--- src/rtl/ua_pkg.sv ---
package ua_pkg;

  typedef enum logic [2:0] {
    ST_IDLE,
    ST_WFULL,
    ST_RDA,
    ST_CAPA,
    ST_RDB,
    ST_CAPB,
    ST_RSP
  } ua_state_e;

  localparam logic [1:0] SZ_BYTE = 2'd0;
  localparam logic [1:0] SZ_HALF = 2'd1;

endpackage

--- src/rtl/ua_req_decode.sv ---
module ua_req_decode #(
  parameter int LANES = 4,
  parameter int OFF_W = 2
) (
  input  logic [1:0]         size,
  input  logic [OFF_W-1:0]   off,
  output logic [LANES-1:0]   base_mask,
  output logic [2*LANES-1:0] lane_mask,
  output logic               misaligned,
  output logic               span2,
  output logic               full_row
);
  import ua_pkg::*;

  logic [OFF_W-1:0] align_bits;

  always_comb begin
    case (size)
      SZ_BYTE: begin
        base_mask  = LANES'(4'h1);
        align_bits = '0;
      end
      SZ_HALF: begin
        base_mask  = LANES'(4'h3);
        align_bits = OFF_W'(1);
      end
      default: begin
        base_mask  = LANES'(4'hF);
        align_bits = OFF_W'(3);
      end
    endcase
  end

  assign lane_mask  = {{LANES{1'b0}}, base_mask} << off;
  assign misaligned = |(off & align_bits);
  assign span2      = |lane_mask[2*LANES-1:LANES];
  assign full_row   = &lane_mask[LANES-1:0];

endmodule

--- src/rtl/ua_wmerge.sv ---
module ua_wmerge #(
  parameter int DATA_W = 32,
  parameter int LANES  = DATA_W / 8,
  parameter int OFF_W  = $clog2(LANES)
) (
  input  logic [DATA_W-1:0]  wdata,
  input  logic [DATA_W-1:0]  old_row,
  input  logic [OFF_W-1:0]   off,
  input  logic [2*LANES-1:0] lane_mask,
  input  logic               hi_row,
  output logic [DATA_W-1:0]  new_row
);
  logic [2*DATA_W-1:0] wide;
  logic [DATA_W-1:0]   sel_data;
  logic [LANES-1:0]    sel_mask;

  assign wide     = {{DATA_W{1'b0}}, wdata} << {off, 3'b000};
  assign sel_data = hi_row ? wide[2*DATA_W-1:DATA_W] : wide[DATA_W-1:0];
  assign sel_mask = hi_row ? lane_mask[2*LANES-1:LANES] : lane_mask[LANES-1:0];

  for (genvar g = 0; g < LANES; g++) begin : g_lane
    assign new_row[8*g +: 8] = sel_mask[g] ? sel_data[8*g +: 8] : old_row[8*g +: 8];
  end

endmodule

--- src/rtl/ua_rextract.sv ---
module ua_rextract #(
  parameter int DATA_W = 32,
  parameter int LANES  = DATA_W / 8,
  parameter int OFF_W  = $clog2(LANES)
) (
  input  logic [2*DATA_W-1:0] pair,
  input  logic [OFF_W-1:0]    off,
  input  logic [LANES-1:0]    base_mask,
  output logic [DATA_W-1:0]   data
);
  logic [DATA_W-1:0] shifted;

  assign shifted = DATA_W'(pair >> {off, 3'b000});

  for (genvar g = 0; g < LANES; g++) begin : g_lane
    assign data[8*g +: 8] = base_mask[g] ? shifted[8*g +: 8] : 8'h00;
  end

endmodule

--- src/rtl/ua_sram_ctrl.sv ---
module ua_sram_ctrl #(
  parameter  int ADDR_W = 8,
  parameter  int DATA_W = 32,
  localparam int LANES  = DATA_W / 8,
  localparam int OFF_W  = $clog2(LANES),
  localparam int ROW_W  = ADDR_W - OFF_W
) (
  input  logic              clk,
  input  logic              rst_n,
  input  logic              cfg_strict,
  input  logic              req_valid,
  output logic              req_ready,
  input  logic              req_write,
  input  logic [1:0]        req_size,
  input  logic [ADDR_W-1:0] req_addr,
  input  logic [DATA_W-1:0] req_wdata,
  output logic              rsp_valid,
  input  logic              rsp_ready,
  output logic [DATA_W-1:0] rsp_rdata,
  output logic              rsp_err,
  output logic              mem_en,
  output logic              mem_we,
  output logic [ROW_W-1:0]  mem_row,
  output logic [DATA_W-1:0] mem_wdata,
  input  logic [DATA_W-1:0] mem_rdata
);
  import ua_pkg::*;

  // reset synchroniser: assert asynchronously, release on the clock
  logic [1:0] rst_sync_q;
  logic       srst_n;

  always_ff @(posedge clk or negedge rst_n) begin
    if (!rst_n) rst_sync_q <= 2'b00;
    else        rst_sync_q <= {rst_sync_q[0], 1'b1};
  end
  assign srst_n = rst_sync_q[1];

  // request decode (on the incoming request)
  logic [LANES-1:0]   dec_base;
  logic [2*LANES-1:0] dec_lanes;
  logic               dec_mis, dec_span, dec_full;

  ua_req_decode #(.LANES(LANES), .OFF_W(OFF_W)) u_decode (
    .size       (req_size),
    .off        (req_addr[OFF_W-1:0]),
    .base_mask  (dec_base),
    .lane_mask  (dec_lanes),
    .misaligned (dec_mis),
    .span2      (dec_span),
    .full_row   (dec_full)
  );

  // registered request context
  ua_state_e          state_q, state_d;
  logic [ROW_W-1:0]   row_q;
  logic [OFF_W-1:0]   off_q;
  logic               write_q, span_q, full_q, err_q;
  logic [DATA_W-1:0]  wdata_q, lo_q, rdata_q;
  logic [LANES-1:0]   base_q;
  logic [2*LANES-1:0] lanes_q;

  logic accept, fault, ld_lo, ld_rdata;
  logic in_b;
  logic [DATA_W-1:0] merged, extracted;

  assign accept = req_valid & req_ready;
  assign fault  = cfg_strict & dec_mis;
  assign in_b   = (state_q == ST_RDB) || (state_q == ST_CAPB);

  // next-state logic
  always_comb begin
    state_d = state_q;
    case (state_q)
      ST_IDLE: begin
        if (accept) begin
          if (fault)                  state_d = ST_RSP;
          else if (req_write && dec_full) state_d = ST_WFULL;
          else                        state_d = ST_RDA;
        end
      end
      ST_WFULL: state_d = ST_RSP;
      ST_RDA:   state_d = ST_CAPA;
      ST_CAPA:  state_d = span_q ? ST_RDB : ST_RSP;
      ST_RDB:   state_d = ST_CAPB;
      ST_CAPB:  state_d = ST_RSP;
      ST_RSP:   if (rsp_ready) state_d = ST_IDLE;
      default:  state_d = ST_IDLE;
    endcase
  end

  // load enables
  assign ld_lo    = (state_q == ST_CAPA) && !write_q;
  assign ld_rdata = !write_q &&
                    (((state_q == ST_CAPA) && !span_q) || (state_q == ST_CAPB));

  // datapath helpers
  ua_wmerge #(.DATA_W(DATA_W), .LANES(LANES), .OFF_W(OFF_W)) u_wmerge (
    .wdata     (wdata_q),
    .old_row   (mem_rdata),
    .off       (off_q),
    .lane_mask (lanes_q),
    .hi_row    (state_q == ST_CAPB),
    .new_row   (merged)
  );

  ua_rextract #(.DATA_W(DATA_W), .LANES(LANES), .OFF_W(OFF_W)) u_rextract (
    .pair      ((state_q == ST_CAPB) ? {mem_rdata, lo_q} : {{DATA_W{1'b0}}, mem_rdata}),
    .off       (off_q),
    .base_mask (base_q),
    .data      (extracted)
  );

  // registers
  always_ff @(posedge clk or negedge srst_n) begin
    if (!srst_n) begin
      state_q <= ST_IDLE;
      row_q   <= '0;
      off_q   <= '0;
      write_q <= 1'b0;
      span_q  <= 1'b0;
      full_q  <= 1'b0;
      err_q   <= 1'b0;
      wdata_q <= '0;
      base_q  <= '0;
      lanes_q <= '0;
      lo_q    <= '0;
      rdata_q <= '0;
    end else begin
      state_q <= state_d;
      if (accept) begin
        row_q   <= req_addr[ADDR_W-1:OFF_W];
        off_q   <= req_addr[OFF_W-1:0];
        write_q <= req_write;
        span_q  <= dec_span;
        full_q  <= dec_full;
        err_q   <= fault;
        wdata_q <= req_wdata;
        base_q  <= dec_base;
        lanes_q <= dec_lanes;
        rdata_q <= '0;
      end else if (ld_rdata) begin
        rdata_q <= extracted;
      end
      if (ld_lo) lo_q <= mem_rdata;
    end
  end

  // outputs
  logic cap_wr;
  assign cap_wr = write_q && ((state_q == ST_CAPA) || (state_q == ST_CAPB));

  assign req_ready = srst_n && (state_q == ST_IDLE);
  assign rsp_valid = (state_q == ST_RSP);
  assign rsp_rdata = rdata_q;
  assign rsp_err   = err_q;

  assign mem_en    = (state_q == ST_WFULL) || (state_q == ST_RDA) ||
                     (state_q == ST_RDB) || cap_wr;
  assign mem_we    = (state_q == ST_WFULL) || cap_wr;
  assign mem_row   = in_b ? ROW_W'(row_q + 1'b1) : row_q;
  assign mem_wdata = (state_q == ST_WFULL && full_q) ? wdata_q : merged;

endmodule

--- config.mk ---
export PLATFORM = sky130hd
export DESIGN_NAME = ua_sram_ctrl
export DESIGN_NICKNAME = d
export VERILOG_FILES = /design/src/rtl/ua_pkg.sv /design/src/rtl/ua_req_decode.sv /design/src/rtl/ua_wmerge.sv /design/src/rtl/ua_rextract.sv /design/src/rtl/ua_sram_ctrl.sv
export SDC_FILE = /design/constraint.sdc
export NUM_CORES = 1
export LEC_CHECK = 0
export CAP_MARGIN = 20
export CORE_MARGIN = 4
export CORE_UTILIZATION = 44
export DETAILED_ROUTE_END_ITERATION = 8
export HOLD_SLACK_MARGIN = 0.05
export PLACE_DENSITY = 0.83
export REMOVE_ABC_BUFFERS = 1
export SYNTH_ARGS = -nofsm -noshare
export SYNTH_HDL_FRONTEND = slang
export SYNTH_SLANG_ARGS = --single-unit
export TNS_END_PERCENT = 20
--- constraint.sdc ---
create_clock -name clk -period 4.61 [get_ports clk]
set_input_delay 0.922 -clock clk [delete_from_list [all_inputs] [get_ports clk]]
set_output_delay 0.922 -clock clk [all_outputs]
set_load 0.02 [all_outputs]
# == Word-level counts from Yosys, hierarchy flattened ==
# Cells that the tools add are included.
# W data, S select, Z words.
# word_totals
reg_bits,125
out_inout_bits,75
wordCells,76
# op_classes
n_bitwise,3
shifts,3
eq_ne,9
add_sub_neg,1
mux,23
reduce_logical,24
# op_table
operator,n
$mux W32,4
$mux W64,1
$mux W8,8
$shl A32 B5 Y64,1
$shr A64 B5 Y32,1
$pmux W3 S6,1
$eq A3 B3 Y1 const B,3
$mux W3,3
$pmux W4 S2,1
$shl A4 B2 Y8,1
$logic_and A1 B1 Y1,7
$logic_or A1 B1 Y1,7
$add A6 B1 Y6 const B,1
$eq A3 B2 Y1 const B,2
$mux W6,1
$mux W2,2
$mux W4,1
$pmux W2 S2,1
$reduce_and A4 Y1,1
$reduce_or A2 Y1,2
$reduce_or A4 Y1,1
$eq A3 B1 Y1 const B,1
$logic_not A3 Y1,1
$and A1 B1 Y1,2
8 further kinds,9

# == Longest topological paths before layout ==
# logic_depth
depth_word,9
depth_mapped,9
ltp_nobuf,4

# == Modules after synthesis ==
# A second synthesis with hierarchy kept.
# unflattened
cells_unflattened,898
hier_area_um2,8325.5
# modules_own_cells
module,area_per_inst_um2,cells_per_inst,n_inst,seq_area_each_um2
ua_sram_ctrl,6108.4,607,1,3128.0
ua_wmerge,1258.7,169,1,0.0
ua_rextract,822.0,98,1,0.0
ua_req_decode,136.4,24,1,0.0

# == Least setup slack after synthesis ==
# Ideal clock, no wire load.
# synth_path
path_type,reg-to-reg
start,register rst_sync_q[1]
end,register rdata_q[23] (netlist: rsp_rdata[23])
slack_ns,-0.210
path_stages_with_launch,7
arrival_ns,4.694
period_less_slack_ns,4.820
t_required_ns,4.484
path_buffers,2
cell_sequence,dfrtp_1 -> nor4b_2 -> and2_1 -> buf_4 -> nor2_2 -> buf_2 -> a221o_1
# synth_via
elab_chain_len,3
word_cells_on_any_way,4
cone_classes,1 x mux; 1 x bitwise; 2 x reduce/logical
# synth_lines
item,line,rtl
start: declaration,ua_sram_ctrl.sv:30,logic [1:0] rst_sync_q;
start signal: assignment,ua_sram_ctrl.sv:35,"else rst_sync_q <= {rst_sync_q[0], 1'b1};"
$logic_and A1 B1 Y1 (*),ua_sram_ctrl.sv:153,assign req_ready = srst_n && (state_q == ST_IDLE);
named net req_ready,ua_sram_ctrl.sv:12,"output logic req_ready,"
$and A1 B1 Y1 (*),ua_sram_ctrl.sv:67,assign accept = req_valid & req_ready;
$mux W32 or $reduce_bool A2 Y1 (tied branches),-,
end signal: assignment,ua_sram_ctrl.sv:143,rdata_q <= extracted;
end: declaration,ua_sram_ctrl.sv:59,"logic [DATA_W-1:0] wdata_q, lo_q, rdata_q;"
# The timed path passes the listed nets; every way through them passes the cells marked *.
# A chain may end at the register's enable or synchronous reset.

# == Worst setup path after layout ==
# layout_path
start,register state_q[1]
end,output port mem_wdata[5]
# layout_via
elab_chain_len,4
word_cells_on_any_way,7
cone_classes,2 x eq/ne; 4 x mux; 1 x reduce/logical
# layout_lines
item,line,rtl
start: declaration,ua_sram_ctrl.sv:55,"ua_state_e state_q, state_d;"
start signal: assignment,ua_sram_ctrl.sv:130,state_q <= state_d;
$eq A3 B3 Y1,ua_sram_ctrl.sv:103,".hi_row (state_q == ST_CAPB),"
$mux W32 or $mux W4 (tied branches),"ua_wmerge.sv:18, ua_wmerge.sv:19",
$mux W8,ua_wmerge.sv:22,assign new_row[8*g +: 8] = sel_mask[g] ? sel_data[8*g +: 8] : old_row[8*g +: 8];
$mux W32 (*),ua_sram_ctrl.sv:162,assign mem_wdata = (state_q == ST_WFULL && full_q) ? wdata_q : merged;
end: declaration,ua_sram_ctrl.sv:24,"output logic [DATA_W-1:0] mem_wdata,"
# Mark *: on every way between the ends. The rest lies on a longest branch, timed or not.

==> results.toml <==
[run_status]
outcome = "completed"

[synthesis]
async_reset_ff_share_pct = 100
yosys.area.top_type_share_pct = 40.5
synth_mux_area_share_pct = 18.9
synth-edff-count = 0
synth_fa_ha_area_share_pct = 0.296
synth_seq_area_share_pct = 40.5
yosys_most_used_dff = "dfrtp_1"
synthXorXnorAreaFrac_pct = 0.576
ys_ff_latch = 123
synth_compound_area_share_pct = 17.3
synth_warnings = 0
synth.top_cells.by_count = "nand2_1 (177), dfrtp_1 (123), o21ai_0 (52), mux2_2 (49), mux2i_1 (34)"
synth_top_family_by_area = "multiplexers"
synth.cell_area_um2 = 7600
synthCells = 787
synth_area_leaders = "dfrtp_1 (41%), nand2_1 (8.7%), mux2_2 (7.3%), mux4_2 (7.1%), mux2i_1 (4.5%)"
synth.most_common_cell = "nand2_1"
ys_types = 61
synth_area_leader_cell = "dfrtp_1"
avgSynthCellArea_um2 = 9.66
yosys.area_share.simple_pct = 17.6

[global_routing]
grt_pass1_vias = 6486
grt_max_degree = 70
grt_pass1_wl_um = 36500
track_usage_pct = 23.4
grt_antenna_before_repair = 0
overflow = 0

[timing]
drv_slew = 0
relSlewSlack_pct = 31.4
skew_ns = 0.00648
fmax_mhz = 228
setup_viol = 0
fin_ws_ns = 0.219
rsz0062_at_grt = "no"
post-route-min-period_ns = 4.39
period_share_pct = 95.3
worst_slew_pin_slew_ns = 1.02
hold_violations = 0

[route]
vias = 6812
drc = 0
wirelength_um = 23000
viasPerCell = 5.98
dr.first_iter.drc_count = 908
dr.pass1.iters = 6
drtAntennaViolNets = 0
wl_per_cell_um = 20.2

[final_layout]
stdcell_area_um2 = 9780
syn2layout_area_growth_pct = 28.7
antenna_cells = 0
nNetsFinal = 989
layout-drive-gt1-share_pct = 14.6
instances_no_fill = 1139

[pwr]
p_per_area_nw_per_um2 = 704
total_power_w = 0.00689
ir_worst_vdd_v = 0.000379
power_leakage_nw = 4.06

[place]
io_buffers = 154
dp_cells = 1109
pre_cts_ws_ns = 0.597
hpwl_um = 16500
placed_cell_area_um2 = 9220
gp_congestion = 0.922

[worst_setup_path]
critPathMaxStageDelay_ns = 0.70
end_kind = "primary output"
crit_chain = "and3b_4, o21ai_0, a21oi_1, a221o_1, clkdlybuf4s50_1"
crit_slowest_cell = "and3b_4"
crit_type = "flip-flop to primary output"
critPathRequiredTime_ns = 3.69
critPathBufInv = 1
cp-start-kind = "flip-flop"
worstPathArrival_ns = 3.47
crit_family = "compound AO/OA/AOI/OAI gates"
worstPathMaxFanout = 37

[die]
die_x_um = 139
die_area_um2 = 19400
start_util_pct = 45.3
coreArea_um2 = 16800
die_y_um = 139
ios = 155
fp-row-count = 47

[flow_run]
drv_cap = 0

[cts]
cts_hold_buf = 0
postCtsSetupBuffers = 0
cts_tree = "done"
cts_buffer_depth = 2
clkLatencyLatePin_ns = 0.42
htree_levels = 4
clockRootBuffer = "clkbuf_16"
cts_made_buffers = 17
path_clk_slew_ns = 0.05
clock-sinks = 123

[worst_hold_path]
min_path_type = "flip-flop to flip-flop"
through the flow:
step                      hold WS [ns]  util (%)  TNS, ns
final                            0.349      58.4        0
after global routing             0.359      58.4        0
after CTS                        0.348      58.3        0
after detailed placement         0.336      55.0        0
after global placement           0.332      55.0        0
after floorplan                  0.331         -   -70.59
flip-flops by register name, summed over array words and instances, names as in the netlist:
signal      flops
lo_q           32
rsp_rdata      32
wdata_q        32
lanes_q         7
row_q           6
base_q          3
state_q         3
off_q           2
rst_sync_q      2
full_q          1
rsp_err         1
span_q          1
write_q         1
logic make-up after synthesis:
kind of cell	after synthesis
simple gates	296
compound gates	176
flops	123
mux	107
buf+inv	77
xor+xnor	5
fa+ha+maj	2
other cells	1
power breakdown:
part           switching, W  leakage [nW]  internal [W]  total, W
Clock              0.000459         0.272      0.000812   0.00127
Sequential         0.000566          1.55       0.00154   0.00211
Combinational       0.00183          2.25       0.00168   0.00351
metal layers:
metal / share of wire (%) / GRT usage, %
met5: 0 / 0
met4: 3.8 / 10.4
met3: 7.6 / 4.22
met2: 46 / 35.4
met1: 43 / 33.0
cell type report:
class,instances,area (µm²)
Sequential cell,123,3090
Tap cell,220,275
Timing Repair Buffer,170,1660
Fill cell,1415,6980
Multi-Input combinational cell,587,4160
Inverter,9,33.8
Clock buffer,22,464
Clock inverter,8,95.1
worst register-to-register path: cells and delay by family, from the launching register on:
kind	cells	cell delay [ns]
multiplexers	1	0.60
buffers and inverters	1	0.57
AO/OA/AOI/OAI	1	0.26
flip-flops	1	0.58
AND/OR/NAND/NOR	2	0.89
path summary, 6_finish.rpt:
| kind | startpoint | end | slack (ns) | depth (start not counted) |
|---|---|---|---|---|
| max in group asynchronous | rst_sync_q[1] | rsp_rdata[3] | 2.85 | 2 |
| min in group asynchronous | rst_sync_q[1] | lanes_q[0] | 0.47 | 1 |
| hold / removal | rst_sync_q[0] | rst_sync_q[1] | 0.35 | 0 |
| hold reg to reg | rst_sync_q[0] | rst_sync_q[1] | 0.35 | 0 |
| setup / recovery | state_q[1] | mem_wdata[5] | 0.22 | 5 |
| setup reg to reg | state_q[1] | rsp_rdata[15] | 1.60 | 5 |
timing repair:
action | CTS | global route
setup endpoints to repair | 0 | 4
endpoints found under the hold margin | 0 | 0
gates resized for setup | 0 | 1
placed cells by master (no fill, tap or decap), types with 9 or more instances in the layout:
| cell type | instances |
|---|---|
| mux4_2 | 24 |
| nor2_1 | 28 |
| nor3_1 | 17 |
| nand2_1 | 176 |
| o21ai_0 | 52 |
| clkbuf_16 | 17 |
| nand3_1 | 30 |
| inv_1 | 9 |
| a22oi_1 | 15 |
| buf_4 | 16 |
| dfrtp_1 | 120 |
| and3_1 | 9 |
| clkdlybuf4s50_1 | 154 |
| a21oi_1 | 17 |
| a31oi_1 | 10 |
| mux2i_1 | 34 |
| a221o_1 | 24 |
| mux2_2 | 49 |
Note: power is estimated with default switching activity, not from simulation.
